## config.mk

```make
export PLATFORM = sky130hd
export DESIGN_NAME = flwl_remap
export DESIGN_NICKNAME = d
export VERILOG_FILES = /design/src/rtl/flwl_pkg.sv /design/src/rtl/flwl_alloc.sv /design/src/rtl/flwl_wear.sv /design/src/rtl/flwl_remap.sv
export SDC_FILE = /design/constraint.sdc
export NUM_CORES = 2
export LEC_CHECK = 0
export ABC_AREA = 1
export BUFFER_PORTS_ARGS = -buffer_cell sky130_fd_sc_hd__clkbuf_2
export CAP_MARGIN = 10
export CORE_MARGIN = 2
export CORE_UTILIZATION = 52
export DETAILED_ROUTE_END_ITERATION = 6
export PLACE_DENSITY = 0.68
export REMOVE_ABC_BUFFERS = 1
export SYNTH_ARGS = -nofsm -noshare
export SYNTH_HDL_FRONTEND = slang
export SYNTH_SLANG_ARGS = --single-unit
```

## constraint.sdc

```tcl
create_clock -name clk -period 57.6 [get_ports clk]
set_clock_uncertainty 0.05 [all_clocks]
set_input_delay 5.76 -clock clk [delete_from_list [all_inputs] [get_ports clk]]
set_output_delay 5.76 -clock clk [all_outputs]
set_load 0.05 [all_outputs]
```

## src/rtl/flwl_pkg.sv

```systemverilog
package flwl_pkg;
  typedef enum logic [1:0] {
    BS_FREE  = 2'd0,
    BS_VALID = 2'd1,
    BS_STALE = 2'd2,
    BS_BAD   = 2'd3
  } blk_st_e;

  typedef enum logic [1:0] {
    OP_CHECK = 2'd0,
    OP_ERASE = 2'd1,
    OP_PROG  = 2'd2
  } fl_op_e;
endpackage

```

## src/rtl/flwl_alloc.sv

```systemverilog
module flwl_alloc
  import flwl_pkg::*;
#(
  parameter int NPHYS = 16,
  parameter int CNTW  = 8,
  parameter int PW    = $clog2(NPHYS)
) (
  input  blk_st_e         st_i [NPHYS],
  input  logic [CNTW-1:0] ec_i [NPHYS],
  output logic            found_o,
  output logic [PW-1:0]   pick_o
);
  logic [CNTW-1:0] best;

  always_comb begin
    found_o = 1'b0;
    pick_o  = '0;
    best    = '0;
    for (int i = 0; i < NPHYS; i++) begin
      if ((st_i[i] == BS_FREE || st_i[i] == BS_STALE) &&
          (!found_o || ec_i[i] < best)) begin
        found_o = 1'b1;
        pick_o  = PW'(i);
        best    = ec_i[i];
      end
    end
  end
endmodule

```

## src/rtl/flwl_wear.sv

```systemverilog
module flwl_wear
  import flwl_pkg::*;
#(
  parameter int NPHYS   = 16,
  parameter int NLOG    = 12,
  parameter int CNTW    = 8,
  parameter int GAP_THR = 3,
  parameter int PW      = $clog2(NPHYS),
  parameter int LW      = $clog2(NLOG)
) (
  input  blk_st_e         st_i  [NPHYS],
  input  logic [CNTW-1:0] ec_i  [NPHYS],
  input  logic [PW-1:0]   map_i [NLOG],
  output logic            hit_o,
  output logic [LW-1:0]   cold_l_o
);
  logic            have, lfound;
  logic [CNTW-1:0] mn, mx;
  logic [PW-1:0]   cold_p;

  always_comb begin
    have   = 1'b0;
    mn     = '0;
    mx     = '0;
    cold_p = '0;
    for (int i = 0; i < NPHYS; i++) begin
      if (st_i[i] != BS_BAD && ec_i[i] > mx) mx = ec_i[i];
      if (st_i[i] == BS_VALID && (!have || ec_i[i] < mn)) begin
        have   = 1'b1;
        mn     = ec_i[i];
        cold_p = PW'(i);
      end
    end
    lfound   = 1'b0;
    cold_l_o = '0;
    for (int l = 0; l < NLOG; l++) begin
      if (!lfound && map_i[l] == cold_p) begin
        lfound   = 1'b1;
        cold_l_o = LW'(l);
      end
    end
    hit_o = have && lfound && ((mx - mn) > CNTW'(GAP_THR));
  end
endmodule

```

## src/rtl/flwl_remap.sv

```systemverilog
module flwl_remap
  import flwl_pkg::*;
#(
  parameter int NPHYS       = 16,
  parameter int NLOG        = 12,
  parameter int CNTW        = 8,
  parameter int RELOC_EVERY = 4,
  parameter int GAP_THR     = 3,
  localparam int PW  = $clog2(NPHYS),
  localparam int LW  = $clog2(NLOG),
  localparam int WCW = $clog2(RELOC_EVERY + 1)
) (
  input  logic          clk,
  input  logic          rst,
  input  logic          req_valid,
  input  logic          req_write,
  input  logic [LW-1:0] req_lblk,
  output logic          req_ready,
  output logic          resp_valid,
  output logic          resp_err,
  output logic [PW-1:0] resp_pblk,
  output logic          fl_cmd_valid,
  output logic [1:0]    fl_cmd_op,
  output logic [PW-1:0] fl_cmd_blk,
  input  logic          fl_done,
  input  logic          fl_fail
);
  typedef enum logic [2:0] {
    S_INIT, S_INITW, S_IDLE, S_PICK, S_ERW, S_PRW, S_RELOC
  } fsm_e;

  fsm_e            state;
  blk_st_e         st_q  [NPHYS];
  logic [CNTW-1:0] ec_q  [NPHYS];
  logic [PW-1:0]   map_q [NLOG];
  logic [PW-1:0]   idx_q, tgt_q;
  logic [LW-1:0]   cur_l;
  logic            is_reloc;
  logic [WCW-1:0]  wcnt;

  logic            found, hit;
  logic [PW-1:0]   pick;
  logic [LW-1:0]   cold_l;

  flwl_alloc #(.NPHYS(NPHYS), .CNTW(CNTW), .PW(PW)) u_alloc (
    .st_i(st_q), .ec_i(ec_q), .found_o(found), .pick_o(pick)
  );

  flwl_wear #(.NPHYS(NPHYS), .NLOG(NLOG), .CNTW(CNTW), .GAP_THR(GAP_THR),
              .PW(PW), .LW(LW)) u_wear (
    .st_i(st_q), .ec_i(ec_q), .map_i(map_q), .hit_o(hit), .cold_l_o(cold_l)
  );

  assign req_ready = (state == S_IDLE);

  always_ff @(posedge clk) begin
    resp_valid   <= 1'b0;
    fl_cmd_valid <= 1'b0;
    if (rst) begin
      state      <= S_INIT;
      idx_q      <= '0;
      tgt_q      <= '0;
      cur_l      <= '0;
      is_reloc   <= 1'b0;
      wcnt       <= '0;
      resp_err   <= 1'b0;
      resp_pblk  <= '0;
      fl_cmd_op  <= '0;
      fl_cmd_blk <= '0;
      for (int p = 0; p < NPHYS; p++) begin
        st_q[p] <= (p < NLOG) ? BS_VALID : BS_FREE;
        ec_q[p] <= '0;
      end
      for (int l = 0; l < NLOG; l++) map_q[l] <= PW'(l);
    end else begin
      case (state)
        S_INIT: begin
          fl_cmd_valid <= 1'b1;
          fl_cmd_op    <= OP_CHECK;
          fl_cmd_blk   <= idx_q;
          state        <= S_INITW;
        end
        S_INITW: if (fl_done) begin
          if (fl_fail) st_q[idx_q] <= BS_BAD;
          if (idx_q == PW'(NPHYS - 1)) state <= S_IDLE;
          else begin
            idx_q <= idx_q + 1'b1;
            state <= S_INIT;
          end
        end
        S_IDLE: if (req_valid) begin
          if ({1'b0, req_lblk} >= (LW + 1)'(NLOG)) begin
            resp_valid <= 1'b1;
            resp_err   <= 1'b1;
            resp_pblk  <= '0;
          end else if (!req_write) begin
            resp_valid <= 1'b1;
            resp_err   <= 1'b0;
            resp_pblk  <= map_q[req_lblk];
          end else begin
            cur_l    <= req_lblk;
            is_reloc <= 1'b0;
            state    <= S_PICK;
          end
        end
        S_PICK: begin
          if (!found) begin
            if (!is_reloc) begin
              resp_valid <= 1'b1;
              resp_err   <= 1'b1;
              resp_pblk  <= map_q[cur_l];
            end
            state <= S_IDLE;
          end else begin
            tgt_q        <= pick;
            fl_cmd_valid <= 1'b1;
            fl_cmd_blk   <= pick;
            if (st_q[pick] == BS_STALE) begin
              fl_cmd_op <= OP_ERASE;
              state     <= S_ERW;
            end else begin
              fl_cmd_op <= OP_PROG;
              state     <= S_PRW;
            end
          end
        end
        S_ERW: if (fl_done) begin
          if (fl_fail) begin
            st_q[tgt_q] <= BS_BAD;
            state       <= S_PICK;
          end else begin
            if (ec_q[tgt_q] != '1) ec_q[tgt_q] <= ec_q[tgt_q] + 1'b1;
            st_q[tgt_q]  <= BS_FREE;
            fl_cmd_valid <= 1'b1;
            fl_cmd_op    <= OP_PROG;
            fl_cmd_blk   <= tgt_q;
            state        <= S_PRW;
          end
        end
        S_PRW: if (fl_done) begin
          if (fl_fail) begin
            st_q[tgt_q] <= BS_BAD;
            state       <= S_PICK;
          end else begin
            if (st_q[map_q[cur_l]] != BS_BAD) st_q[map_q[cur_l]] <= BS_STALE;
            st_q[tgt_q]  <= BS_VALID;
            map_q[cur_l] <= tgt_q;
            if (is_reloc) state <= S_IDLE;
            else begin
              resp_valid <= 1'b1;
              resp_err   <= 1'b0;
              resp_pblk  <= tgt_q;
              if (wcnt == WCW'(RELOC_EVERY - 1)) begin
                wcnt  <= '0;
                state <= S_RELOC;
              end else begin
                wcnt  <= wcnt + 1'b1;
                state <= S_IDLE;
              end
            end
          end
        end
        S_RELOC: begin
          if (hit) begin
            cur_l    <= cold_l;
            is_reloc <= 1'b1;
            state    <= S_PICK;
          end else state <= S_IDLE;
        end
        default: state <= S_IDLE;
      endcase
    end
  end
endmodule

```

* After elaboration in Yosys (flattened, before gate mapping)
Index checks and enable logic that the tools add are counted.
W data, S select, Z words.
** Storage, ports and cells
- Bits in registers :: 240
- Logic and storage cells :: 640
- Output and inout bits :: 14
** Operators by class
- Equal/unequal tests :: 86
- $add $sub $neg :: 4
- Bitwise gates (word level) :: 19
- Magnitude comparators :: 58
- Reductions and logical operators :: 181
- Mux-type cells :: 236
** Operators with widths (number)
- $mux W8 :: 50
- $mux W32 :: 11
- $lt A8 B8 Y1 :: 30
- $mux W4 :: 40
- $bwmux W128 :: 1
- $gt A8 B8 Y1 :: 15
- $pmux W32 S3 :: 1
- $mux W3 :: 24
- $mux W1 :: 71
- $or A32 B32 Y32 :: 2
- $logic_and A1 B1 Y1 :: 63
- $ne A2 B2 Y1 const B :: 31
- $bwmux W48 :: 1
- $eq A4 B4 Y1 :: 12
- $logic_or A1 B1 Y1 :: 46
- $logic_not A1 Y1 :: 41
- $mux W2 :: 18
- $eq A2 B2 Y1 const B :: 17
- $and A16 B16 Y16 :: 2
- $and A32 B32 Y32 :: 1
- $bmux W4 S4 :: 2
- $bmux W8 S4 :: 1
- $demux W8 S4 :: 1
- $eq A2 B1 Y1 const B :: 16
- other kinds (39) :: 87

* Depth between registers and ports, before layout
- Depth after elaboration :: 101
- Gate-level depth with buffers :: 210
- Mapped depth without buffers :: 192

* Modules after synthesis
A second synthesis with hierarchy kept.
** Second synthesis, totals
- Cell total of the unflattened synthesis :: 4585
- Area, all modules :: 28009.4 um2
** By module, submodules not included
- flwl_remap :: times used 1, area an instance 13115.1 um2, cells an instance 1956
- flwl_wear :: times used 1, area an instance 10373.7 um2, cells an instance 1817
- flwl_alloc :: times used 1, area an instance 4520.6 um2, cells an instance 812

* Least setup slack after synthesis
OpenSTA, ideal clock, no wires.
- Path kind :: flip-flop to flip-flop
- From :: register st_q[30] (netlist bit)
- To :: register cur_l[2]
- Clock period less this slack :: 21.734 ns
- Data arrival time :: 21.571 ns
- Stages on the path, launching flop included :: 166
- Path buffers :: 19
- Setup time :: 0.113 ns
- Path slack :: 35.866 ns
- Cell sequence :: dfxtp_1 -> buf_6 -> inv_2 -> nor2_2 -> nand2_1 -> ha_1 -> inv_1 -> o31a_2 -> nand2_1 -> nand2_2 -> nand2_2 -> buf_4 -> nand2_1 -> o21ai_0 -> ha_1 -> a21oi_1 -> nor2_1 -> a211oi_1 -> [... 130 more ...] -> nor2_1 -> inv_1 -> a21oi_1 -> inv_1 -> a21oi_1 -> inv_1 -> nand3_1 -> nand2_1 -> nand2_1 -> nand3_1 -> nand2_1 -> clkinv_1 -> nand2_1 -> nand2_2 -> nand2_2 -> nand2_1 -> nand2_1 -> nor2_1
** Between the ends
- Longest elaborated chain between the ends :: 101
- Elaborated cells between the ends (all ways) :: 218
- Those cells by class :: add/sub (1); order compare (31); eq/ne (15); mux (85); reduce/logical (86)
** RTL lines
- from (decl) :: line flwl_remap.sv:33 : blk_st_e st_q [NPHYS];
- from (signal, indexed assignment) :: line flwl_remap.sv:71 : st_q[p] <= (p < NLOG) ? BS_VALID : BS_FREE;
- $eq A2 B1 Y1 :: line flwl_wear.sv:28 : if (st_i[i] == BS_VALID && (!have || ec_i[i] < mn)) begin
- $mux W8 / $mux W1 (equally long branches) :: line flwl_wear.sv:28
- $lt A8 B8 Y1 / $logic_not A1 Y1 (equally long branches) :: line flwl_wear.sv:28
- $logic_or A1 B1 Y1 :: line flwl_wear.sv:28
- $logic_and A1 B1 Y1 :: line flwl_wear.sv:28
- $mux W8 / $mux W1 (equally long branches) :: line flwl_wear.sv:28
- $lt A8 B8 Y1 / $logic_not A1 Y1 (equally long branches) :: line flwl_wear.sv:28
- $logic_or A1 B1 Y1 :: line flwl_wear.sv:28
- [... 84 more ...]
- $logic_and A1 B1 Y1 :: line flwl_wear.sv:37 : if (!lfound && map_i[l] == cold_p) begin
- $mux W1 :: line flwl_wear.sv:37
- $logic_not A1 Y1 :: line flwl_wear.sv:37
- $logic_and A1 B1 Y1 :: line flwl_wear.sv:37
- $mux W1 :: line flwl_wear.sv:37
- $logic_and A1 B1 Y1 (2 in series) :: line flwl_wear.sv:42 : hit_o = have && lfound && ((mx - mn) > CNTW'(GAP_THR));
- $ne A2 B2 Y1 (no source line)
- $reduce_and A5 Y1 (no source line)
- to (signal assigned) :: line flwl_remap.sv:101 : cur_l <= req_lblk;
- to (signal assigned) :: line flwl_remap.sv:165 : cur_l <= cold_l;
- to (decl) :: line flwl_remap.sv:37 : logic [LW-1:0] cur_l;
Several ways; a longest one is shown, not always the timed one. The select of a mux whose other input is x is not followed.
A chain may end at the register's enable or synchronous reset.

* Final worst setup path
- From :: register st_q[30] (netlist bit)
- To :: register state[0]
** Between the ends
- Longest elaborated chain between the ends :: 101
- Elaborated cells between the ends (all ways) :: 324
- Those cells by class :: add/sub (1); order compare (46); eq/ne (16); mux (128); bitwise (1); reduce/logical (132)
** RTL lines
- $eq A2 B1 Y1 :: line flwl_wear.sv:28
- $mux W8 / $mux W1 (equally long branches) :: line flwl_wear.sv:28
- $lt A8 B8 Y1 / $logic_not A1 Y1 (equally long branches) :: line flwl_wear.sv:28
- $logic_or A1 B1 Y1 :: line flwl_wear.sv:28
- $logic_and A1 B1 Y1 :: line flwl_wear.sv:28
- $mux W8 / $mux W1 (equally long branches) :: line flwl_wear.sv:28
- $lt A8 B8 Y1 / $logic_not A1 Y1 (equally long branches) :: line flwl_wear.sv:28
- $logic_or A1 B1 Y1 :: line flwl_wear.sv:28
- [... 84 more ...]
- $logic_and A1 B1 Y1 :: line flwl_wear.sv:37
- $mux W1 :: line flwl_wear.sv:37
- $logic_not A1 Y1 :: line flwl_wear.sv:37
- $logic_and A1 B1 Y1 :: line flwl_wear.sv:37
- $mux W1 :: line flwl_wear.sv:37
- $logic_and A1 B1 Y1 (2 in series) :: line flwl_wear.sv:42
- $mux W1 :: line flwl_remap.sv:164 : if (hit) begin
- $pmux W3 S7 * :: line flwl_remap.sv:76 : case (state)
- to (signal assigned) :: line flwl_remap.sv:81 : state <= S_INITW;
- to (signal assigned) :: line flwl_remap.sv:167 : state <= S_PICK;
- to (signal assigned) :: line flwl_remap.sv:168 : end else state <= S_IDLE;
- to (decl) :: line flwl_remap.sv:32 : fsm_e state;
Every way passes the cells marked *; elsewhere a longest branch is shown, timed or not. The select of a mux whose other input is x is not followed.

==> flow_summary.json <==
{
  "die_area_um2": 52600,
  "areaGrowthSynthToFinish_pct": 3.72,
  "cap_violations": 0,
  "place_congestion": 0.981,
  "critPathMostFrequentCell": "nand2_1",
  "rsz0062_at_grt": "no",
  "start_kind": "flop",
  "setup_viol": 0,
  "dieHeight_um": 229,
  "cpPeakStageDelay_ps": 530,
  "clk_latency_ps": 580,
  "ios": 24,
  "vias_per_cell": 5.98,
  "routedWlPerCell_um": 19.6,
  "n_fill_cell": 5180,
  "synth.most_common_cell": "nand2_1",
  "drv_slew": 0,
  "synth_edf_count": 0,
  "tns_ps": 0,
  "syn_area_um2": 26400,
  "core_area_um2": 50200,
  "cp-end-kind": "flop",
  "cp_slowest_cell": "dfxtp_1",
  "yosysWarnings": 0,
  "cts_buffer_depth": 3,
  "grt_remaining_overflow": 0,
  "final_cells": 4819,
  "yosysTopAreaCellShare": 0.182,
  "syn_inst": 4219,
  "yosys-top-cells-area": "dfxtp_1 (18%), nand2_1 (16%), ha_1 (14%)",
  "start_util": 0.526,
  "worstMarginPinSlew_ps": 1200,
  "wl_mm": 94.2,
  "status": "finished clean",
  "dp.cells": 4769,
  "min_period_ps": 24900,
  "layout-drive-gt1-share": 0.0555,
  "cts.sinks": 240,
  "avgSynthCellArea_um2": 6.26,
  "arrival_ps": 25240,
  "synth_seq_area_share": 0.182,
  "postCtsSetupBuffers": 0,
  "pre_cts_ws_ps": 33090,
  "dp_hpwl_mm": 71.7,
  "async_reset_ff_frac": 0,
  "synthDistinctLibCells": 71,
  "cts-resized-gates": 0,
  "die_width_um": 229,
  "synth_top_area_cell": "dfxtp_1",
  "grt_pass1_wl_mm": 148,
  "portBuffers": 23,
  "drt_iter0_markers": 3180,
  "holdCritPathClass": "reg2reg",
  "ys_seq_elements": 240,
  "antennaDiodeCount": 0,
  "path_max_fanout": 18,
  "firstDrtPassIters": 7,
  "nets": 4441,
  "period_share": 0.432,
  "track_usage": 0.349,
  "route.vias.total": 28800,
  "fin_ws_ps": 32700,
  "grt_pass1_vias": 26700,
  "final_antenna_net_count": 0,
  "ys.flop_type": "dfxtp_1",
  "cts_max_level": 1,
  "max_freq_mhz": 40.2,
  "max-slew-margin-rel": 0.198,
  "tritoncts": "yes",
  "cts-root-buf": "clkbuf_16",
  "drcViolationCount": 0,
  "required_ps": 57940,
  "cts_buffers": 28,
  "synth_common_cells": "nand2_1 (1103), o21ai_0 (570), inv_1 (380)",
  "grt_max_degree": 98,
  "cts_hold_buffers": 0,
  "crit_type": "reg2reg",
  "path_clk_slew_ps": 60,
  "hold_viol": 0,
  "rows": 82,
  "antenna_found_initial": 1
}
-- routing by layer --
layer | vias to the layer above | track usage | wire length (µm)
met5 | - | 0 | 0
met4 | 0 | 0.149 | 4280
met3 | 261 | 0.0334 | 6880
met2 | 1253 | 0.566 | 41900
met1 | 13000 | 0.471 | 41200
li1 | 14300 | - | -
-- registers in the layout, indices dropped and copies added (netlist names) --
signal        count
tgt_q             4
resp_pblk         4
fl_cmd_valid      1
state             3
idx_q             4
fl_cmd_op         2
is_reloc          1
ec_q            128
fl_cmd_blk        4
resp_valid        1
resp_err          1
st_q             32
cur_l             4
map_q            48
wcnt              3
-- cell type report --
class / count / area [µm²] / area share
Sequential cell: 240 / 4800 / 0.175
Clock inverter: 13 / 208 / 0.00758
Multi-Input combinational cell: 3416 / 19000 / 0.694
Timing Repair Buffer: 40 / 243 / 0.00886
Tap cell: 672 / 841 / 0.0307
Clock buffer: 37 / 785 / 0.0286
Inverter: 401 / 1510 / 0.0551
-- cells in the final DEF, fill, tap and decap left out, drive strengths merged, types with 12 or more instances in the layout --
cell type  instances
a211oi            40
a21oi            370
a221oi            21
a22oi             42
buf               17
clkbuf            60
clkinv            16
dfxtp            240
ha               303
inv              392
nand2           1193
nand3            250
nand4             27
nor2             315
nor3              35
o211ai            37
o21ai            587
o21bai            15
o221ai            12
o22ai             52
xor2              28
-- kinds of logic after synthesis --
kind of cell	count (synthesis)	share of synthesized area
buf+inv	563	0.0996
flops	240	0.182
simple gates	1844	0.299
xor+xnor	38	0.0143
compound gates	1230	0.261
fa+ha+maj	304	0.144
-- final timing paths --
path,startpoint,endpoint,slack [ps],cells past startpoint
worst min register to register,wcnt[2]$_SDFFE_PP0P_,wcnt[2]$_SDFFE_PP0P_,390,2
worst max-delay path,st_q[30]$_SDFFE_PP1P_,state[0]$_SDFFE_PP0P_,32700,132
worst max register to register,st_q[30]$_SDFFE_PP1P_,state[0]$_SDFFE_PP0P_,32700,132
worst min-delay path,wcnt[2]$_SDFFE_PP0P_,wcnt[2]$_SDFFE_PP0P_,390,2
-- through the flow --
stage / hold WS [ps] / cell area, µm² / utilization
2_1_floorplan: 372 / 25300 / -
3_3_place_gp: 388 / 26400 / 0.526
3_5_place_dp: 385 / 26400 / 0.526
4_1_cts: 395 / 27400 / 0.546
5_1_grt: 411 / 27400 / 0.546
6_report: 394 / 27400 / 0.546
-- worst max-delay path: cells and delay by family, from the launching register on --
kind                       cells  cell delay (ps)
buffers and inverters          2              270
DFF                            1              530
AOI/OAI and AO/OA             47            10670
adders and majority gates     15             4650
and+or+nand+nor               68             8510
Power is not shown: default switching activity piles up to over one toggle a cycle in this logic, so the estimate is an artifact.
